[src/rtl/temp_alert_status.sv]
module temp_alert_status #(
  parameter int AW = 4
) (
  input  logic          clk,
  input  logic          rst_n,
  input  logic          smp_valid,
  input  logic [7:0]    local_temp,
  input  logic [15:0]   remote_temp,
  input  logic          remote_open,
  input  logic          conv_busy,
  input  logic          wr_en,
  input  logic          rd_en,
  input  logic [AW-1:0] addr,
  input  logic [7:0]    wdata,
  output logic [7:0]    rdata,
  input  logic          alert_ack,
  output logic          alert_n
);
  localparam int NC = 5;
  localparam logic [AW-1:0] A_STAT = AW'(0), A_CFG = AW'(1), A_FILT = AW'(2),
    A_LHI = AW'(3), A_LLO = AW'(4), A_RHM = AW'(5), A_RHL = AW'(6),
    A_RLM = AW'(7), A_RLL = AW'(8);

  logic [7:0]    cfg_q, lhi_q, llo_q, rhm_q, rhl_q, rlm_q, rll_q;
  logic [2:0]    filt_q, need;
  logic [NC-1:0] cond, qual, present, flag_q, clr_mask;
  logic          alert_q, stat_rd;

  always_comb begin
    case (filt_q)
      3'b001:  need = 3'd2;
      3'b011:  need = 3'd3;
      3'b111:  need = 3'd4;
      default: need = 3'd1;
    endcase
  end

  assign cond = {local_temp > lhi_q, local_temp < llo_q,
                 remote_temp > {rhm_q, rhl_q}, remote_temp < {rlm_q, rll_q},
                 remote_open};

  for (genvar i = 0; i < NC; i++) begin : g_run
    logic [2:0] cnt_q, cnt_nx;
    assign cnt_nx     = !cond[i] ? 3'd0 : (cnt_q == 3'd4) ? 3'd4 : cnt_q + 3'd1;
    assign qual[i]    = smp_valid && cond[i] && (cnt_nx >= need);
    assign present[i] = (cnt_q != 3'd0);
    always_ff @(posedge clk or negedge rst_n)
      if (!rst_n)         cnt_q <= 3'd0;
      else if (smp_valid) cnt_q <= cnt_nx;
  end

  assign stat_rd  = rd_en && (addr == A_STAT);
  assign clr_mask = stat_rd ? ~present : '0;

  always_ff @(posedge clk or negedge rst_n)
    if (!rst_n) flag_q <= '0;
    else        flag_q <= (flag_q & ~clr_mask) | qual;

  always_ff @(posedge clk or negedge rst_n)
    if (!rst_n)                   alert_q <= 1'b0;
    else if (|qual && cfg_q[5])   alert_q <= 1'b1;
    else if (alert_ack)           alert_q <= 1'b0;

  assign alert_n = ~(alert_q & cfg_q[5]);

  always_ff @(posedge clk or negedge rst_n)
    if (!rst_n) begin
      cfg_q <= 8'h00; filt_q <= 3'b000;
      lhi_q <= 8'h55; llo_q <= 8'h00;
      rhm_q <= 8'h55; rhl_q <= 8'h00; rlm_q <= 8'h00; rll_q <= 8'h00;
    end else if (wr_en) begin
      case (addr)
        A_CFG:  cfg_q  <= wdata;
        A_FILT: filt_q <= wdata[2:0];
        A_LHI:  lhi_q  <= wdata;
        A_LLO:  llo_q  <= wdata;
        A_RHM:  rhm_q  <= wdata;
        A_RHL:  rhl_q  <= wdata;
        A_RLM:  rlm_q  <= wdata;
        A_RLL:  rll_q  <= wdata;
        default: ;
      endcase
    end

  always_comb begin
    case (addr)
      A_STAT:  rdata = {conv_busy, flag_q, 2'b00};
      A_CFG:   rdata = cfg_q;
      A_FILT:  rdata = {5'b0, filt_q};
      A_LHI:   rdata = lhi_q;
      A_LLO:   rdata = llo_q;
      A_RHM:   rdata = rhm_q;
      A_RHL:   rdata = rhl_q;
      A_RLM:   rdata = rlm_q;
      A_RLL:   rdata = rll_q;
      default: rdata = 8'h00;
    endcase
  end

  AST_ALERT_HELD: assert property (@(posedge clk) disable iff (!rst_n)
    (!alert_n && !alert_ack && cfg_q[5] && !(wr_en && addr == A_CFG)) |=> !alert_n);
  AST_DISABLED_QUIET: assert property (@(posedge clk) disable iff (!rst_n)
    !cfg_q[5] |-> alert_n);
  AST_FLAG_ON_SAMPLE: assert property (@(posedge clk) disable iff (!rst_n)
    ((flag_q & ~$past(flag_q)) != '0) |-> $past(smp_valid));
  AST_STATUS_WRITE_NOP: assert property (@(posedge clk) disable iff (!rst_n)
    (wr_en && addr == A_STAT && !rd_en && !smp_valid) |=> $stable(flag_q));
endmodule

[config.mk]
export PLATFORM = sky130hd
export DESIGN_NAME = temp_alert_status
export DESIGN_NICKNAME = d
export VERILOG_FILES = /design/src/rtl/temp_alert_status.sv
export SDC_FILE = /design/constraint.sdc
export NUM_CORES = 1
export LEC_CHECK = 0
export CAP_MARGIN = 25
export CORE_ASPECT_RATIO = 1.5
export CORE_MARGIN = 2
export CORE_UTILIZATION = 30
export DETAILED_ROUTE_END_ITERATION = 8
export DONT_BUFFER_PORTS = 1
export PLACE_DENSITY = 0.42
export SLEW_MARGIN = 15
export SYNTH_ARGS = -nofsm -noshare
export SYNTH_HDL_FRONTEND = slang
export SYNTH_SLANG_ARGS = --single-unit
[constraint.sdc]
create_clock -name clk -period 4.18 [get_ports clk]
set_input_delay 0.209 -clock clk [delete_from_list [all_inputs] [get_ports clk]]
set_output_delay 0.209 -clock clk [all_outputs]
set_load 0.02 [all_outputs]
# Word level (Yosys, flattened, before mapping)
# Index checks and enable logic that the tools add are counted.
[totals] register_bits=80 input_bits=44
[classes] add_sub_neg=5 n_lt_le_gt_ge=9 eq_ne=16 muxes=15 n_bitwise=6 n_reduce_logical=28
[ops] op="8-bit one-hot mux with 9 select lines" count=1
[ops] op="3-bit two-way mux" count=10
[ops] op="3-bit equality test (second input constant)" count=6
[ops] op="4-bit by 3-bit equality test with 1-bit output (second input constant)" count=4
[ops] op="16-bit greater-than comparator" count=1
[ops] op="16-bit less-than comparator" count=1
[ops] op="2-bit AND reduction" count=8
[ops] op="3-bit by 1-bit adder with 3-bit output (second input constant)" count=5
[ops] op="3-bit >= comparator" count=5
[ops] op="3-bit nonzero test" count=5
[ops] op="1-bit logical AND" count=12
[ops] op="5-bit NOT" count=2
[ops] op="3-bit one-hot mux with 3 select lines" count=1
[ops] op="4-bit by 2-bit equality test with 1-bit output (second input constant)" count=2
[ops] op="8-bit greater-than comparator" count=1
[ops] op="8-bit less-than comparator" count=1
[ops] op="5-bit bitwise AND" count=1
[ops] op="5-bit two-way mux" count=1
[ops] op="5-bit OR" count=1
[ops] op="5-bit OR reduction" count=1
[ops] op="4-bit by 1-bit equality test with 1-bit output (second input constant)" count=1
[ops] op="4-bit equality test (second input constant)" count=1
[ops] op="4-bit zero test" count=1
[ops] op="3-bit by 1-bit equality test with 1-bit output (second input constant)" count=1
[ops] op="5 further kinds" count=6

# Longest topological paths before layout
[logic_depth] ltp_word=8 ltp_mapped=14 mapped_depth_nobuf=14

# Worst setup path before layout
# No wires, ideal clock.
[synth_timing] path_kind="register -> register" from="register rhm_q[6]" to="register alert_q" setup_ns=0.086 arrival_ns=2.965 required_time_ns=4.094 setup_slack_ns=1.129 stages_incl_launch_ff=13 path_cell_list="dfstp_2 inv_1 ha_1 nand4_2 or4_4 a21oi_2 o31ai_2 a211o_2 ha_1 nand2b_1 a211oi_1 or3_1 a32oi_1"
[synth_between] elab_chain_len=7 elab_cells_between_ends=9 cone_classes="order compare (2); mux (2); reduce/logical (5)"
[synth_lines] item="start: declaration" line="24" rtl="logic [7:0] cfg_q, lhi_q, llo_q, rhm_q, rhl_q, rlm_q, rll_q;"
[synth_lines] item="start signal: assignment" line="77" rtl="A_RHM: rhm_q <= wdata;"
[synth_lines] item="16-bit greater-than comparator (*)" line="39" rtl="remote_temp > {rhm_q, rhl_q}, remote_temp < {rlm_q, rll_q},"
[synth_lines] item="3-bit two-way mux" line="44" rtl="assign cnt_nx = !cond[i] ? 3'd0 : (cnt_q == 3'd4) ? 3'd4 : cnt_q + 3'd1;"
[synth_lines] item="3-bit >= comparator" line="45" rtl="assign qual[i] = smp_valid && cond[i] && (cnt_nx >= need);"
[synth_lines] item="1-bit logical AND (*)" line="45"
[synth_lines] item="5-bit OR reduction (*)" line="61" rtl="else if (|qual && cfg_q[5]) alert_q <= 1'b1;"
[synth_lines] item="1-bit logical AND (*)" line="61"
[synth_lines] item="1-bit two-way mux or 2-bit nonzero test (tied branches)"
[synth_lines] item="end signal: assignment" line="60" rtl="if (!rst_n) alert_q <= 1'b0;"
[synth_lines] item="end signal: assignment" line="61"
[synth_lines] item="end signal: assignment" line="62" rtl="else if (alert_ack) alert_q <= 1'b0;"
[synth_lines] item="end: declaration" line="27" rtl="logic alert_q, stat_rd;"
# Mark *: on every way between the ends. The rest lies on a longest branch, timed or not.
# A chain may end at the register's enable or synchronous reset.

# Worst setup path after layout
# Ends and elaborated chain as after synthesis.

==> impl_results.md <==
* RSZ-0062 raised after global routing: false
* Worst skew pair latency at 350 ps
* Vias in the first global route at 4455
* VDD IR max at 0.203 mV
* Total Routing Usage GR at 0.193
* Layout cells sized above 1 at 0.113
* Lkg Pwr at 2.72 nW
* Reg-to-Reg End: alert_q
* Area growth syn-to-layout at 13.6%
* Worst-margin pin slew at 959 ps
* Slew Limit Fails at 0
* Syn Inst Count at roughly 590
* Critical path required time at 4450 ps
* Unique cell type count in the Yosys netlist at 52
* Max_cap viols at 0
* CTS tree: built
* Worst setup EP type: flop
* GPL Wtd Cong at 0.808
* Initial antenna violation count at 1
* DRC viols at 0
* DR iter-0 viols at 213
* Hold endpoint: rhl_q[0]
* Final hold violations at 0
* IO Pins at 53
* Final min period at ~3300 ps
* Final TNS setup at 0 ps
* Largest net degree at the start of global routing at between 80 and 90
* Clk root buf: clkbuf_16
* Worst Path Max Fanout at 6
* Worst path arrival time at 3540 ps
* Nets@finish at 712
* R2R depth at 12
* Compound-Gate Fraction of Synth Area at 0.162
* Routed len/inst at around 21 µm
* Avg Vias per Cell at 5.33
* Clock Sinks at 80
* Die height at 168 µm
* Worst r2r src: rhm_q[6]
* Avg Cell Area, Syn at slightly above 9 µm²
* Slew HR at 0.358
* First-pass GRT wire length at around 27 mm
* Vias at 4369
* Post-synthesis register bit count at 80
* Total core area at 17800 µm²
* EDFF count, synth at 0
* Htree depth at 3
* YS warnings at 0
* HP Class: input pin to flop
* Power per cell area at between 500 and 600 nW/µm²
* PortBufs at 0
* Commonest register cell after synthesis: dfrtp_1
* Die area at 19000 µm²
* Post-DP HPWL at between 10 and 15 mm
* Number of core rows at 60
* FMAX at 306 MHz
* Util after Layout at 0.343
* Starting Density at 0.302
* CP Launch Type: flop
* Detailed Routing Iterations Pass 1 at 4
* Ys async rst share at 1.00
* TritonCTS Buffers at 9
* Hold Path Stages at 1
* HP Start: wdata[0]
* Adder-Cell Fraction of Synth Area at 0.165
* Mux share of post-synthesis cell area at 0.0842
* Post-Syn Nets at 704
* Die W at 113 µm
* Worst R2R Setup Slack at around 900 ps
* Main combinational cell family by area after synthesis: adder cells
* Synth Cell Area at 5380 µm²
* Synth Area in Simple Gates at 0.155
* Setup Fix Bufs, Post-CTS at 0
* GRT overflow at 0
* Status: finished clean
* Final Skew at 7.30 ps
* Tcrit/Tclk final at 0.782
* Post-route ant nets at 0
* Antenna fix cells at 0
* CTS clock-pin slew for the worst setup and hold paths at 70 ps
* Post-synthesis sequential area ratio at 0.374
* Type of the worst setup path: flop to flop
* Post-synthesis xor/xnor area fraction at 0.00163
* Setup Viol. Count Final at 0
* Final WL at ~18 mm
* CTS max path bufs at 2
[layout by cell type, fill, tap and decap left out, types with 7 or more instances in the layout]
| master | n |
|---|---|
| clkbuf_16 | 9 |
| a21oi_1 | 28 |
| nand2_1 | 76 |
| dlygate4sd3_1 | 15 |
| ha_1 | 71 |
| o21ai_0 | 72 |
| nor2_1 | 21 |
| nand2b_1 | 14 |
| mux2i_1 | 7 |
| mux2_2 | 28 |
| nor2b_1 | 9 |
| nand4_1 | 7 |
| dfstp_2 | 8 |
| dfrtp_1 | 72 |
| inv_1 | 60 |
| nand3_1 | 20 |
[where the power goes]
group          internal (mW)  leakage [nW]  switching (mW)
clock                  0.585         0.162           0.348
sequential             0.993         0.958           0.161
combinational          0.472          1.60           0.595
[metrics by stage]
stage,total power [mW],setup slack [ps],cells,cell area [µm²],hold WS (ps)
4_1_cts,3.20,893,817,6090,0.00819
6_report,3.15,913,819,6110,13.3
3_5_place_dp,2.20,906,786,5580,-80.7
2_1_floorplan,1.90,1130,589,5380,-86.6
3_3_place_gp,2.16,993,786,5580,-80.4
5_1_grt,3.41,650,819,6110,2.55
[critical path: stages, from the launching register on]
cell      delay, ps
dfstp_2         530
inv_1            40
ha_1            320
nand4_2         140
or4_4           570
a21oi_2         140
o31ai_2         140
a211o_2         340
ha_1            260
nand2b_1        100
a211oi_1         60
or3_1           360
a32oi_1         180
[cell families (layout without fill, tap and decap cells)]
logic type / count (synthesis) / in the layout
adder cells (fa/ha/maj): 71 / 71
buffers and inverters: 82 / 95
flip-flops: 80 / 80
multiplexers: 38 / 38
AND/OR/NAND/NOR: 173 / 173
AO/OA/AOI/OAI: 144 / 144
XOR/XNOR: 1 / 1
[worst max path at each step]
stage	startpoint	endpoint	slack (ps)
final	rhm_q[6]	alert_q	910
after detailed placement	rhm_q[6]	alert_q	910
after global routing	rll_q[1]	alert_q	650
after floorplan	rhm_q[6]	alert_q	1130
after CTS	rhm_q[6]	alert_q	890
after global placement	rhm_q[6]	alert_q	990
[area by class of cell]
class                      count  area [µm²]
clock inverter                 7         119
fill                        1818       11700
tap                          217         272
multi-input combinational    427        3060
clock buffer                   9         225
sequential                    80        2010
inverter                      60         225
timing repair buffer          19         200
[layer usage]
layer	share of wire	wire (µm)	global-route usage	up-vias
li1	-	-	-	2090
met1	0.37	6560	0.205	2147
met2	0.55	9690	0.361	97
met3	0.042	737	0.0418	35
met4	0.034	607	0.0811	0
met5	0	0	0	-
[cells in the mapped netlist (5+ instances only)]
cell type   n  area (µm²)
inv_1      60         225
dfstp_2     8         210
ha_1       71         888
nand4_1     7        43.8
mux2i_1     7        70.1
o211ai_1    5        37.5
nand2b_1   14        87.6
nand3b_1    5        37.5
dfrtp_1    72        1800
nand3_1    20         100
a21oi_1    28         140
nor2_1     21        78.8
a22o_1      5        43.8
nand2_1    76         285
clkbuf_1   19        71.3
nor2b_1     9        56.3
o21ai_0    72         360
mux2_2     28         315
[flip-flops by register name, indices dropped and copies added, names as in the netlist]
name and cells:
lhi_q 8, llo_q 8, g_run.cnt_q 15, filt_q 3
rhl_q 8, rlm_q 8, alert_q 1, rhm_q 8
cfg_q 8, rll_q 8, flag_q 5
[repair_timing]
| item | in CTS | in global routing |
|---|---|---|
| endpoints found under the hold margin | 141 | 1 |
| gates resized for setup | 0 | 0 |
| hold buffers | 15 | 1 |
Note: power is estimated with default switching activity, not from simulation.
